$ cat config.mk
export PLATFORM = sky130hd
export DESIGN_NAME = l3_master
export DESIGN_NICKNAME = d
export VERILOG_FILES = /design/src/rtl/l3m_pkg.sv /design/src/rtl/l3m_timer.sv /design/src/rtl/l3m_shift.sv /design/src/rtl/l3m_fsm.sv /design/src/rtl/l3_master.sv
export SDC_FILE = /design/constraint.sdc
export NUM_CORES = 1
export LEC_CHECK = 0
export BUFFER_PORTS_ARGS = -buffer_cell sky130_fd_sc_hd__buf_2
export CELL_PAD_IN_SITES_DETAIL_PLACEMENT = 1
export CELL_PAD_IN_SITES_GLOBAL_PLACEMENT = 1
export CORE_MARGIN = 1
export CORE_UTILIZATION = 44
export CTS_BUF_LIST = sky130_fd_sc_hd__clkbuf_8
export CTS_CLUSTER_SIZE = 25
export DETAILED_ROUTE_END_ITERATION = 12
export GPL_TIMING_DRIVEN = 0
export PLACE_DENSITY_LB_ADDON = 0.05
export SLEW_MARGIN = 20
export SYNTH_ARGS = -nofsm -noshare
export SYNTH_HDL_FRONTEND = slang
export SYNTH_SLANG_ARGS = --single-unit
$ cat constraint.sdc
create_clock -name clk_i -period 2.4 [get_ports clk_i]
set_input_delay 0.48 -clock clk_i [delete_from_list [all_inputs] [get_ports clk_i]]
set_output_delay 0.48 -clock clk_i [all_outputs]
set_load 0.005 [all_outputs]
$ cat src/rtl/l3m_pkg.sv
package l3m_pkg;
  typedef enum logic [2:0] {
    ST_IDLE,
    ST_SETUP,
    ST_LOW,
    ST_HIGH,
    ST_HOLD,
    ST_HALT
  } l3_state_e;

  function automatic int l3m_max(input int a, input int b);
    return (a > b) ? a : b;
  endfunction
endpackage

$ cat src/rtl/l3m_timer.sv
module l3m_timer #(
  parameter int CW = 4
) (
  input  logic          clk_i,
  input  logic          rst_ni,
  input  logic          load_i,
  input  logic [CW-1:0] val_i,
  output logic          zero_o
);
  logic [CW-1:0] cnt_q;

  always_ff @(posedge clk_i or negedge rst_ni) begin
    if (!rst_ni)            cnt_q <= '0;
    else if (load_i)        cnt_q <= val_i;
    else if (cnt_q != '0)   cnt_q <= cnt_q - 1'b1;
  end

  assign zero_o = (cnt_q == '0);

  AST_TMR_LOAD: assert property (@(posedge clk_i) disable iff (!rst_ni)
    load_i |=> (cnt_q == $past(val_i)));
  AST_TMR_PARK: assert property (@(posedge clk_i) disable iff (!rst_ni)
    (!load_i && zero_o) |=> zero_o);
endmodule

$ cat src/rtl/l3m_shift.sv
module l3m_shift #(
  parameter int MAX_DATA = 2,
  parameter int IW       = 2,
  localparam int DW      = 8 * MAX_DATA
) (
  input  logic          clk_i,
  input  logic          rst_ni,
  input  logic          load_i,
  input  logic [7:0]    load_byte_i,
  input  logic          shift_i,
  input  logic          sample_i,
  input  logic          sdi_i,
  input  logic          store_i,
  input  logic [IW-1:0] store_idx_i,
  output logic          bit_o,
  output logic [DW-1:0] rdata_o
);
  logic [7:0] sr_q;

  always_ff @(posedge clk_i or negedge rst_ni) begin
    if (!rst_ni)       sr_q <= '0;
    else if (load_i)   sr_q <= load_byte_i;
    else if (sample_i) sr_q <= {sdi_i, sr_q[7:1]};
    else if (shift_i)  sr_q <= {1'b0, sr_q[7:1]};
  end

  assign bit_o = sr_q[0];

  for (genvar g = 0; g < MAX_DATA; g++) begin : g_rbuf
    logic [7:0] rb_q;
    always_ff @(posedge clk_i or negedge rst_ni) begin
      if (!rst_ni)                                    rb_q <= '0;
      else if (store_i && (store_idx_i == IW'(g)))    rb_q <= sr_q;
    end
    assign rdata_o[8*g +: 8] = rb_q;
  end

  AST_SR_ONE_OP: assert property (@(posedge clk_i) disable iff (!rst_ni)
    $onehot0({load_i, shift_i, sample_i}));
  AST_STORE_RANGE: assert property (@(posedge clk_i) disable iff (!rst_ni)
    store_i |-> (int'(store_idx_i) < MAX_DATA));
endmodule

$ cat src/rtl/l3m_fsm.sv
module l3m_fsm
  import l3m_pkg::*;
#(
  parameter int MAX_DATA = 2,
  parameter int T_LOW    = 4,
  parameter int T_HIGH   = 4,
  parameter int T_SETUP  = 2,
  parameter int T_HOLD   = 2,
  parameter int T_HALT   = 3,
  parameter int LEN_W    = 1,
  parameter int IW       = 2,
  parameter int CW       = 4,
  localparam int DW      = 8 * MAX_DATA
) (
  input  logic             clk_i,
  input  logic             rst_ni,
  input  logic             start_i,
  input  logic             rd_i,
  input  logic [LEN_W-1:0] len_i,
  input  logic [7:0]       addr_i,
  input  logic [DW-1:0]    wdata_i,
  input  logic             tmr_zero_i,
  output logic             tmr_load_o,
  output logic [CW-1:0]    tmr_val_o,
  output logic             sr_load_o,
  output logic [7:0]       sr_byte_o,
  output logic             sr_shift_o,
  output logic             sr_sample_o,
  output logic             rd_store_o,
  output logic [IW-1:0]    rd_idx_o,
  output logic             busy_o,
  output logic             done_o,
  output logic             l3_clk_o,
  output logic             l3_mode_o,
  output logic             l3_data_oe_o
);
  l3_state_e       state_q;
  logic [2:0]      bit_q;
  logic [IW-1:0]   byte_q;   // 0 = address, k+1 = data byte k
  logic [IW-1:0]   last_q;
  logic            rd_q;
  logic [DW-1:0]   wdata_q;
  logic            done_q;
  logic            in_data;

  assign in_data = (byte_q != '0);

  always_ff @(posedge clk_i or negedge rst_ni) begin
    if (!rst_ni) begin
      state_q <= ST_IDLE;
      bit_q   <= '0;
      byte_q  <= '0;
      last_q  <= '0;
      rd_q    <= 1'b0;
      wdata_q <= '0;
      done_q  <= 1'b0;
    end else begin
      done_q <= 1'b0;
      unique case (state_q)
        ST_IDLE: if (start_i) begin
          rd_q    <= rd_i;
          last_q  <= IW'(len_i) + 1'b1;
          wdata_q <= wdata_i;
          byte_q  <= '0;
          bit_q   <= '0;
          state_q <= ST_SETUP;
        end
        ST_SETUP: if (tmr_zero_i) state_q <= ST_LOW;
        ST_LOW:   if (tmr_zero_i) state_q <= ST_HIGH;
        ST_HIGH:  if (tmr_zero_i) begin
          if (bit_q == 3'd7) state_q <= ST_HOLD;
          else begin
            bit_q   <= bit_q + 1'b1;
            state_q <= ST_LOW;
          end
        end
        ST_HOLD: if (tmr_zero_i) begin
          if (byte_q == last_q) begin
            state_q <= ST_IDLE;
            done_q  <= 1'b1;
          end else begin
            byte_q  <= byte_q + 1'b1;
            bit_q   <= '0;
            state_q <= in_data ? ST_HALT : ST_SETUP;
          end
        end
        ST_HALT: if (tmr_zero_i) state_q <= ST_SETUP;
        default: state_q <= ST_IDLE;
      endcase
    end
  end

  always_comb begin
    tmr_load_o  = 1'b0;
    tmr_val_o   = '0;
    sr_load_o   = 1'b0;
    sr_byte_o   = addr_i;
    sr_shift_o  = 1'b0;
    sr_sample_o = 1'b0;
    rd_store_o  = 1'b0;
    unique case (state_q)
      ST_IDLE: if (start_i) begin
        tmr_load_o = 1'b1;
        tmr_val_o  = CW'(T_SETUP - 1);
        sr_load_o  = 1'b1;
      end
      ST_SETUP: if (tmr_zero_i) begin
        tmr_load_o = 1'b1;
        tmr_val_o  = CW'(T_LOW - 1);
      end
      ST_LOW: if (tmr_zero_i) begin
        tmr_load_o  = 1'b1;
        tmr_val_o   = CW'(T_HIGH - 1);
        sr_sample_o = rd_q && in_data;
      end
      ST_HIGH: if (tmr_zero_i) begin
        tmr_load_o = 1'b1;
        if (bit_q == 3'd7) tmr_val_o = CW'(T_HOLD - 1);
        else begin
          tmr_val_o  = CW'(T_LOW - 1);
          sr_shift_o = !(rd_q && in_data);
        end
      end
      ST_HOLD: if (tmr_zero_i) begin
        rd_store_o = rd_q && in_data;
        if (byte_q != last_q) begin
          tmr_load_o = 1'b1;
          tmr_val_o  = in_data ? CW'(T_HALT - 1) : CW'(T_SETUP - 1);
          sr_load_o  = 1'b1;
          sr_byte_o  = 8'(wdata_q >> {byte_q, 3'b000});
        end
      end
      ST_HALT: if (tmr_zero_i) begin
        tmr_load_o = 1'b1;
        tmr_val_o  = CW'(T_SETUP - 1);
      end
      default: ;
    endcase
  end

  assign rd_idx_o     = byte_q - 1'b1;
  assign busy_o       = (state_q != ST_IDLE);
  assign done_o       = done_q;
  assign l3_clk_o     = !((state_q == ST_LOW) || (state_q == ST_HALT));
  assign l3_mode_o    = !busy_o || in_data;
  assign l3_data_oe_o = busy_o && (!in_data || !rd_q);

  AST_DONE_PULSE: assert property (@(posedge clk_i) disable iff (!rst_ni)
    done_o |=> !done_o);
  AST_DONE_AT_END: assert property (@(posedge clk_i) disable iff (!rst_ni)
    done_o |-> (!busy_o && $past(busy_o)));
  AST_START_IGNORED: assert property (@(posedge clk_i) disable iff (!rst_ni)
    (busy_o && start_i) |=> ($stable(rd_q) && $stable(last_q) && $stable(wdata_q)));
  AST_MODE_ADDR_FIRST: assert property (@(posedge clk_i) disable iff (!rst_ni)
    $rose(busy_o) |-> !l3_mode_o);
  AST_IDLE_RELEASED: assert property (@(posedge clk_i) disable iff (!rst_ni)
    !busy_o |-> (l3_clk_o && l3_mode_o && !l3_data_oe_o));
  AST_READ_RELEASE: assert property (@(posedge clk_i) disable iff (!rst_ni)
    (busy_o && rd_q && l3_mode_o) |-> !l3_data_oe_o);
endmodule

$ cat src/rtl/l3_master.sv
module l3_master
  import l3m_pkg::*;
#(
  parameter int MAX_DATA = 2,
  parameter int T_LOW    = 4,
  parameter int T_HIGH   = 4,
  parameter int T_SETUP  = 2,
  parameter int T_HOLD   = 2,
  parameter int T_HALT   = 3,
  localparam int LEN_W   = (MAX_DATA > 1) ? $clog2(MAX_DATA) : 1,
  localparam int DW      = 8 * MAX_DATA
) (
  input  logic             clk_i,
  input  logic             rst_ni,
  input  logic             start_i,
  input  logic             rd_i,
  input  logic [LEN_W-1:0] len_i,
  input  logic [7:0]       addr_i,
  input  logic [DW-1:0]    wdata_i,
  output logic [DW-1:0]    rdata_o,
  output logic             busy_o,
  output logic             done_o,
  output logic             l3_clk_o,
  output logic             l3_mode_o,
  output logic             l3_data_o,
  output logic             l3_data_oe_o,
  input  logic             l3_data_i
);
  localparam int TMAX = l3m_max(l3m_max(l3m_max(T_LOW, T_HIGH), l3m_max(T_SETUP, T_HOLD)), T_HALT);
  localparam int CW   = $clog2(TMAX + 1);
  localparam int IW   = $clog2(MAX_DATA + 1);

  logic          tmr_load, tmr_zero;
  logic [CW-1:0] tmr_val;
  logic          sr_load, sr_shift, sr_sample, sr_bit;
  logic [7:0]    sr_byte;
  logic          rd_store;
  logic [IW-1:0] rd_idx;

  l3m_timer #(.CW(CW)) u_timer (
    .clk_i  (clk_i),
    .rst_ni (rst_ni),
    .load_i (tmr_load),
    .val_i  (tmr_val),
    .zero_o (tmr_zero)
  );

  l3m_fsm #(
    .MAX_DATA (MAX_DATA),
    .T_LOW    (T_LOW),
    .T_HIGH   (T_HIGH),
    .T_SETUP  (T_SETUP),
    .T_HOLD   (T_HOLD),
    .T_HALT   (T_HALT),
    .LEN_W    (LEN_W),
    .IW       (IW),
    .CW       (CW)
  ) u_fsm (
    .clk_i        (clk_i),
    .rst_ni       (rst_ni),
    .start_i      (start_i),
    .rd_i         (rd_i),
    .len_i        (len_i),
    .addr_i       (addr_i),
    .wdata_i      (wdata_i),
    .tmr_zero_i   (tmr_zero),
    .tmr_load_o   (tmr_load),
    .tmr_val_o    (tmr_val),
    .sr_load_o    (sr_load),
    .sr_byte_o    (sr_byte),
    .sr_shift_o   (sr_shift),
    .sr_sample_o  (sr_sample),
    .rd_store_o   (rd_store),
    .rd_idx_o     (rd_idx),
    .busy_o       (busy_o),
    .done_o       (done_o),
    .l3_clk_o     (l3_clk_o),
    .l3_mode_o    (l3_mode_o),
    .l3_data_oe_o (l3_data_oe_o)
  );

  l3m_shift #(.MAX_DATA(MAX_DATA), .IW(IW)) u_shift (
    .clk_i       (clk_i),
    .rst_ni      (rst_ni),
    .load_i      (sr_load),
    .load_byte_i (sr_byte),
    .shift_i     (sr_shift),
    .sample_i    (sr_sample),
    .sdi_i       (l3_data_i),
    .store_i     (rd_store),
    .store_idx_i (rd_idx),
    .bit_o       (sr_bit),
    .rdata_o     (rdata_o)
  );

  assign l3_data_o = l3_data_oe_o & sr_bit;

  AST_DATA_STABLE_RISE: assert property (@(posedge clk_i) disable iff (!rst_ni)
    ($rose(l3_clk_o) && l3_data_oe_o && $past(l3_data_oe_o)) |-> $stable(l3_data_o));
  AST_TIMER_ARMED: assert property (@(posedge clk_i) disable iff (!rst_ni)
    (busy_o && !$past(busy_o)) |-> !tmr_zero || (T_SETUP == 1));
endmodule

==> PnR_summary.wiki, run 1 <==
{| class="wikitable"
! Metric !! Value
|-
| Transition time of the tightest slew-check pin || 0.686 ns
|-
| RSZ-0062 raised after global routing || no
|-
| Relative slew margins || 54.2%
|-
| Average footprint of a synthesized cell || 10.0 sq um
|-
| Area growth from synthesis to layout || 17.0%
|-
| Count of clock tree sinks || 55
|-
| Final worst clock skew || 0.0148 ns
|-
| Most frequent cells in the layout || sky130_fd_sc_hd__nand2_1 (61), sky130_fd_sc_hd__buf_2 (55), sky130_fd_sc_hd__dfrtp_1 (54), sky130_fd_sc_hd__nor2_1 (17), sky130_fd_sc_hd__mux2_1 (16)
|-
| Min cycle time layout || 2.31 ns
|-
| Global router's overall resource usage || 21.4%
|-
| Chip Height || 80.3 um
|-
| Area enclosed by the die boundary || 6450 sq um
|-
| Synthesized flop and latch total || 55
|-
| Placed Cells || 395
|-
| Number of iterations in the first detailed-routing pass || 4
|-
| Buffer levels on the longest clock path || 2
|-
| IO Pins || 52
|-
| Leakage power total || 1.62 nW
|-
| Maximum capacitance violations || 0
|-
| Worst Path Required || 1.92 ns
|-
| H-Tree Level Count || 2
|-
| Power density normalized to cell area || 478 nW/um^2
|-
| Cell depth of the worst flop-to-flop path || 8
|-
| Largest driver fanout on the critical path || 10
|-
| Highest achievable clock rate || 433 MHz
|-
| Total nets after synthesis || 306
|-
| Gp weighted congestion || 0.747
|-
| Final hold slack || 0.188 ns
|-
| Sum of negative setup slack || 0 ns
|-
| Vias || 2138
|-
| Wire length of the first global-routing pass || 10500 um
|-
| Placed instance area || 3050 sq um
|-
| Starting density of the core || 45.6%
|-
| Crit path launch type || flip-flop
|-
| Number of standard-cell rows in the floorplan || 28
|-
| Status || finished clean
|-
| Number of buffer cells added on primary ports || 51
|-
| Post-DP HPWL || 4630 um
|-
| Maximum number of pins on one net before global-route repair || 56
|-
| Signal arrival time at the worst endpoint || 1.83 ns
|-
| Number of design-rule violations left by the first detailed-router iteration || 72
|-
| Number of design rule violations left after detail routing || 0
|-
| Final number of max-transition violations || 0
|-
| Sequential element share of the synthesized area || 51.0%
|-
| Path type of the worst setup path || reg -> out
|-
| Die Span X || 80.3 um
|-
| Hold Violations, Final || 0
|-
| Clock latency on the worst-skew pair || 0.32 ns
|-
| Nets@finish || 364
|-
| Top cells by area, synth || sky130_fd_sc_hd__dfrtp_1 (51%), sky130_fd_sc_hd__nand2_1 (8.5%), sky130_fd_sc_hd__mux2_1 (6.7%)
|-
| Root buf cell || sky130_fd_sc_hd__clkbuf_8
|-
| Most common cell after layout, fill and taps aside || sky130_fd_sc_hd__nand2_1
|-
| Routed wire length per instance || 15.5 um
|-
| Path type of the worst min-delay path || in -> async
|-
| Antenna violations before repair || 0
|-
| Post-synthesis cell type count || 44
|-
| Kind of capture point of the worst setup path || output port
|-
| Clock-pin slew of the registers on the worst-case setup and hold paths || 0.11 ns
|-
| VDD IR max || 0.413 mV
|-
| Top cell type's share of synthesized area || 51.0%
|-
| Cell type with the highest aggregate area in the netlist || sky130_fd_sc_hd__dfrtp_1
|-
| Number of diodes || 0
|-
| Via count of the first global-routing pass || 2153
|-
| Total CTS buffers || 5
|-
| # setup viols final || 0
|-
| Mapped cell area || 2700 sq um
|-
| Share of final-layout standard cells stronger than drive strength 1 || 25.3%
|-
| Yosys warnings || 0
|-
| Routed Wire Length || 6240 um
|-
| Remaining global-route overflow || 0
|-
| Post-cts hold buffer count || 0
|-
| Vias per inst || 5.31
|-
| Number of non-filler instances in the completed layout || 403
|-
| Design Power || 1.51 mW
|-
| Standard cell core area || 5920 sq um
|-
| Synthesized instance count || 269
|-
| Remaining antenna violation count || 0
|-
| Final period util || 96.2%
|-
| Clock tree from TritonCTS || done
|-
| Post-route cell area || 3160 sq um
|}
-- worst max-delay path: stages, from the launching register on --
cell,delay [ns]
sky130_fd_sc_hd__dfrtp_2,0.44
sky130_fd_sc_hd__buf_6,0.18
sky130_fd_sc_hd__inv_1,0.08
sky130_fd_sc_hd__ha_1,0.26
sky130_fd_sc_hd__nand2b_2,0.24
sky130_fd_sc_hd__and3_1,0.19
sky130_fd_sc_hd__buf_2,0.12
-- layout make-up --
cell class | count | area, sq um
multi-input combinational | 193 | 1220
fill | 717 | 2760
inverter | 7 | 26.3
clock buffer | 5 | 68.8
clock inverter | 3 | 27.5
buffer | 14 | 85.1
timing repair buffer | 51 | 258
tap | 75 | 93.8
sequential | 55 | 1380
-- worst paths after layout --
path,start,endpoint,slack (ns)
worst max register to register,u_fsm.byte_q[0],u_shift.sr_q[2],0.24
worst min register to register,u_fsm.wdata_q[5],u_fsm.wdata_q[5],0.49
worst min-delay path,rst_ni,u_fsm.state_q[1],0.19
max in group asynchronous,rst_ni,u_fsm.byte_q[0],1.71
min in group clk_i,wdata_i[10],u_fsm.wdata_q[10],0.35
worst max-delay path,u_fsm.byte_q[0],l3_data_o,0.09
-- sequential cells by signal, summed over array words and instances, names as in the netlist --
signal               flops
u_shift.sr_q             8
u_fsm.wdata_q           16
u_fsm.bit_q              3
u_timer.cnt_q            3
u_fsm.state_q            3
u_fsm.last_q             2
u_fsm.byte_q             2
u_shift.g_rbuf.rb_q     16
u_fsm.rd_q               1
u_fsm.done_o             1
-- timing repair --
action	4_1_cts	5_1_grt
resized for setup	2	2
setup endpoints to repair	2	1
buffers inserted	0	0
-- per-layer routing --
metal | routed length [um] | track usage (%) | up-vias
met1 | 3110 | 30.5 | 1057
li1 | - | - | 1035
met4 | 57 | 4.29 | 0
met5 | 0 | 0 | -
met2 | 2910 | 34.1 | 41
met3 | 161 | 3.75 | 5
-- Yosys cell counts, drive strengths merged --
library cell / number
nor2: 19
nor4: 1
ha: 7
nor3b: 2
nand2b: 3
and3b: 1
nor2b: 4
o2bb2ai: 7
and3: 1
mux2i: 10
o21a: 2
inv: 7
a21oi: 13
a211oi: 1
a21o: 1
or2: 1
clkbuf: 4
nand3b: 1
nand3: 6
o31ai: 1
a31oi: 1
nand2: 65
nor3: 5
a22oi: 1
and4: 1
mux2: 16
o21ai: 8
buf: 10
o211ai: 1
xor2: 2
dfrtp: 55
a221o: 2
and2: 2
o22ai: 7
a221oi: 1
-- report_power, final --
part / switching [mW] / leakage (nW) / internal, mW / total (mW)
sequential: 0 / 0.744 / 0.926 / 0.926
combinational: 0.0253 / 0.832 / 0.0175 / 0.0428
clock: 0.326 / 0.0463 / 0.215 / 0.541
-- cell families after synthesis --
family | Yosys count | share of synthesized area [%]
mux | 26 | 10.4
fa+ha+maj | 7 | 3.24
flops | 55 | 51.0
buf+inv | 21 | 3.89
xor+xnor | 2 | 0.927
compound gates | 46 | 11.4
simple gates | 112 | 19.1
-- through the flow --
stage / util, % / setup slack [ns]
2_1_floorplan: - / 0.507
3_3_place_gp: 51.5 / 0.138
3_5_place_dp: 51.5 / 0.0774
4_1_cts: 53.2 / 0.0306
5_1_grt: 53.3 / 0.00824
6_report: 53.3 / 0.0922
Note: power is estimated with default switching activity, not from simulation.
==> run 2: changes to the inputs <==
==> constraint.sdc (replaced) <==
create_clock -name clk_i -period 2.4 [get_ports clk_i]
set_input_delay 0.12 -clock clk_i [delete_from_list [all_inputs] [get_ports clk_i]]
set_output_delay 0.12 -clock clk_i [all_outputs]
set_load 0.005 [all_outputs]
==> PnR_summary.wiki, run 2 (same netlist as run 1, synthesis figures left out) <==
{| class="wikitable"
! Metric !! Value
|-
| Status || finished clean
|-
| Worst hold path depth || 3
|-
| Via count of the first global-routing pass || 2242 (+4.1%)
|-
| Max stage delay cell, worst path || sky130_fd_sc_hd__dfrtp_1
|-
| Number of standard-cell rows in the floorplan || 28 (unchanged)
|-
| Post-DP HPWL || 4630 um (unchanged)
|-
| VDD IR max || 0.413 mV (about the same)
|-
| Global router's overall resource usage || 21.8% (+0.38 points)
|-
| Worst path buffer plus inverter count || 2 (-1)
|-
| Number of diodes || 0 (unchanged)
|-
| Standard cell core area || 5920 sq um (unchanged)
|-
| Kind of capture point of the worst setup path || flip-flop
|-
| Regs by FF count || u_fsm.wdata_q: 16 flops, u_shift.g_rbuf.rb_q: 16 flops, u_shift.sr_q: 8 flops
|-
| Placed instance area || 3050 sq um (unchanged)
|-
| Starting density of the core || 45.6% (unchanged)
|-
| IO Pins || 52 (unchanged)
|-
| Cells along the critical path || buf_2 -> inv_1 -> ha_1 -> nand2b_1 -> nor2_2 -> nand2_2 -> mux2_1
|-
| Leakage power total || 1.68 nW (+3.4%)
|-
| Hold Violations, Final || 0 (unchanged)
|-
| # setup viols final || 0 (unchanged)
|-
| Cell family contributing the most delay on the critical path || simple AND/OR/NAND/NOR gates
|-
| Maximum capacitance violations || 0 (unchanged)
|-
| Transition time of the tightest slew-check pin || 0.687 ns (+0.000185 ns)
|-
| Final number of max-transition violations || 0 (unchanged)
|-
| Clock-pin slew of the registers on the worst-case setup and hold paths || 0.10 ns (about the same)
|-
| Routed wire length per instance || 15.4 um (-0.39%)
|-
| Maximum number of pins on one net before global-route repair || 56 (unchanged)
|-
| Path type of the worst setup path || reg -> reg
|-
| Nets@finish || 377 (+3.6%)
|-
| Worst Path Required || 2.59 ns (+0.67 ns)
|-
| Wire length of the first global-routing pass || 10800 um (+2.2%)
|-
| Worst path depth || 7 (+1)
|-
| Vias || 2192 (+2.5%)
|-
| Area enclosed by the die boundary || 6450 sq um (unchanged)
|-
| Gp weighted congestion || 0.747 (unchanged)
|-
| Share of final-layout standard cells stronger than drive strength 1 || 24.3% (-0.96 points)
|-
| Min cycle time layout || 2.23 ns (-0.0752 ns)
|-
| Sum of negative setup slack || 0 ns (unchanged)
|-
| Final period util || 93.0% (-3.1 points)
|-
| Largest driver fanout on the critical path || 10 (unchanged)
|-
| Remaining antenna violation count || 0 (unchanged)
|-
| Highest achievable clock rate || 448 MHz (+3.4%)
|-
| Count of clock tree sinks || 55 (unchanged)
|-
| Routed Wire Length || 6410 um (+2.8%)
|-
| Relative slew margins || 54.2% (about the same)
|-
| Signal arrival time at the worst endpoint || 2.43 ns (+0.60 ns)
|-
| Setup fix buffers added after clock tree synthesis || 0 (unchanged)
|-
| Number of buffer cells added on primary ports || 51 (unchanged)
|-
| Root buf cell || sky130_fd_sc_hd__clkbuf_8
|-
| Path type of the worst min-delay path || in -> reg
|-
| Antenna violations before repair || 0 (unchanged)
|-
| Number of design rule violations left after detail routing || 0 (unchanged)
|-
| Fill cell instance count of the final layout || 705 (-1.7%)
|-
| Cell depth of the worst flop-to-flop path || 7 (-1)
|-
| Register cell area after layout || 1380 sq um (about the same)
|-
| Die Span X || 80.3 um (unchanged)
|-
| Number of iterations in the first detailed-routing pass || 4 (unchanged)
|-
| Clock tree from TritonCTS || done
|-
| Total CTS buffers || 5 (unchanged)
|-
| Chip Height || 80.3 um (unchanged)
|-
| Remaining global-route overflow || 0 (unchanged)
|-
| H-Tree Level Count || 2 (unchanged)
|-
| Most common cell after layout, fill and taps aside || sky130_fd_sc_hd__nand2_1
|-
| Vias per inst || 5.27 (-0.68%)
|-
| Final worst clock skew || 0.0134 ns (-0.00141 ns)
|-
| Crit-path max cell delay || 0.46 ns (+0.02 ns)
|-
| Post-route cell area || 3290 sq um (+4.1%)
|-
| Power density normalized to cell area || 463 nW/um^2 (-3.2%)
|-
| Crit path launch type || flip-flop
|-
| Area growth from synthesis to layout || 21.7%
|-
| RSZ-0062 raised after global routing || no
|-
| Buffer levels on the longest clock path || 2 (unchanged)
|-
| Layer carrying the most global-route usage || met2
|-
| Most frequent cells in the layout || sky130_fd_sc_hd__nand2_1 (61), sky130_fd_sc_hd__buf_2 (56), sky130_fd_sc_hd__dfrtp_1 (55), sky130_fd_sc_hd__nor2_1 (17), sky130_fd_sc_hd__mux2_1 (16)
|-
| Number of design-rule violations left by the first detailed-router iteration || 83 (+15%)
|-
| Combined area of the multi-input logic cells || 1230 sq um (+0.51%)
|-
| Global routing met2 resource utilization || 35.2% (+1.1 points)
|-
| Met1 Track Usage GR || 30.6% (+0.050 points)
|-
| Clock latency on the worst-skew pair || 0.31 ns (about the same)
|-
| Global routing usage on met3 || 3.86% (+0.11 points)
|}
run 2: worst register-to-register path, delay by kind of cell (launching register included):
kind	cells	cell delay (ns)
fa+ha+maj	1	0.29
simple gates	3	0.61
flops	1	0.46
mux	1	0.35
buf+inv	2	0.42
run 2: what timing repair did:
action / CTS / global route
resized for setup: 0 / 3
hold buffers: 11 / 2
endpoints found under the setup margin: 0 / 7
endpoints found under the hold margin: 65 / 2
run 2: report_power, final:
part           total [mW]  switching, mW  leakage (nW)  internal [mW]
Clock               0.536          0.321        0.0463          0.215
Sequential          0.926              0         0.746          0.926
Combinational      0.0589         0.0276         0.886         0.0312
Total                1.52          0.348          1.68           1.17
run 2: path summary, 6_finish.rpt:
kind                                 start                   endpoint  slack (ns)
min in group asynchronous           rst_ni           u_fsm.state_q[1]        0.37
min                             wdata_i[0]           u_fsm.wdata_q[0]        0.01
max reg2reg                u_fsm.byte_q[0]  u_shift.g_rbuf[0].rb_q[7]        0.17
min reg2reg                 u_fsm.bit_q[0]             u_fsm.bit_q[0]        0.49
max                        u_fsm.byte_q[0]  u_shift.g_rbuf[0].rb_q[7]        0.17
max in group asynchronous           rst_ni           u_timer.cnt_q[0]        1.56
run 2: per-layer routing:
layer | routed length [um] | up-vias | share of wire [%]
met3 | 185 | 5 | 2.9
met2 | 3060 | 45 | 48
li1 | - | 1058 | -
met4 | 57 | 0 | 0.89
met1 | 3110 | 1084 | 48
met5 | 0 | - | 0
run 2: area by class of cell:
type                       instances  share of cell area [%]
buffer                            14                    2.40
clock buffer                       5                    2.09
clock inverter                     3                   0.837
inverter                           7                   0.799
multi-input combinational        193                    37.3
sequential                        55                    41.9
tap                               75                    2.85
timing repair buffer              64                    11.8
run 2: metrics by stage:
stage               setup slack [ns]  instances  hold slack [ns]  util (%)  total power [mW]
finish                         0.167        416           0.0123      55.5              1.52
CTS                           0.0187        414         0.000697      55.0              1.54
global placement               0.138        395            0.308      51.5             0.988
global route                  0.0270        416           0.0173      55.5              1.58
floorplan                      0.507        269           -0.176         -             0.945
detailed placement            0.0774        395            0.219      51.5             0.989
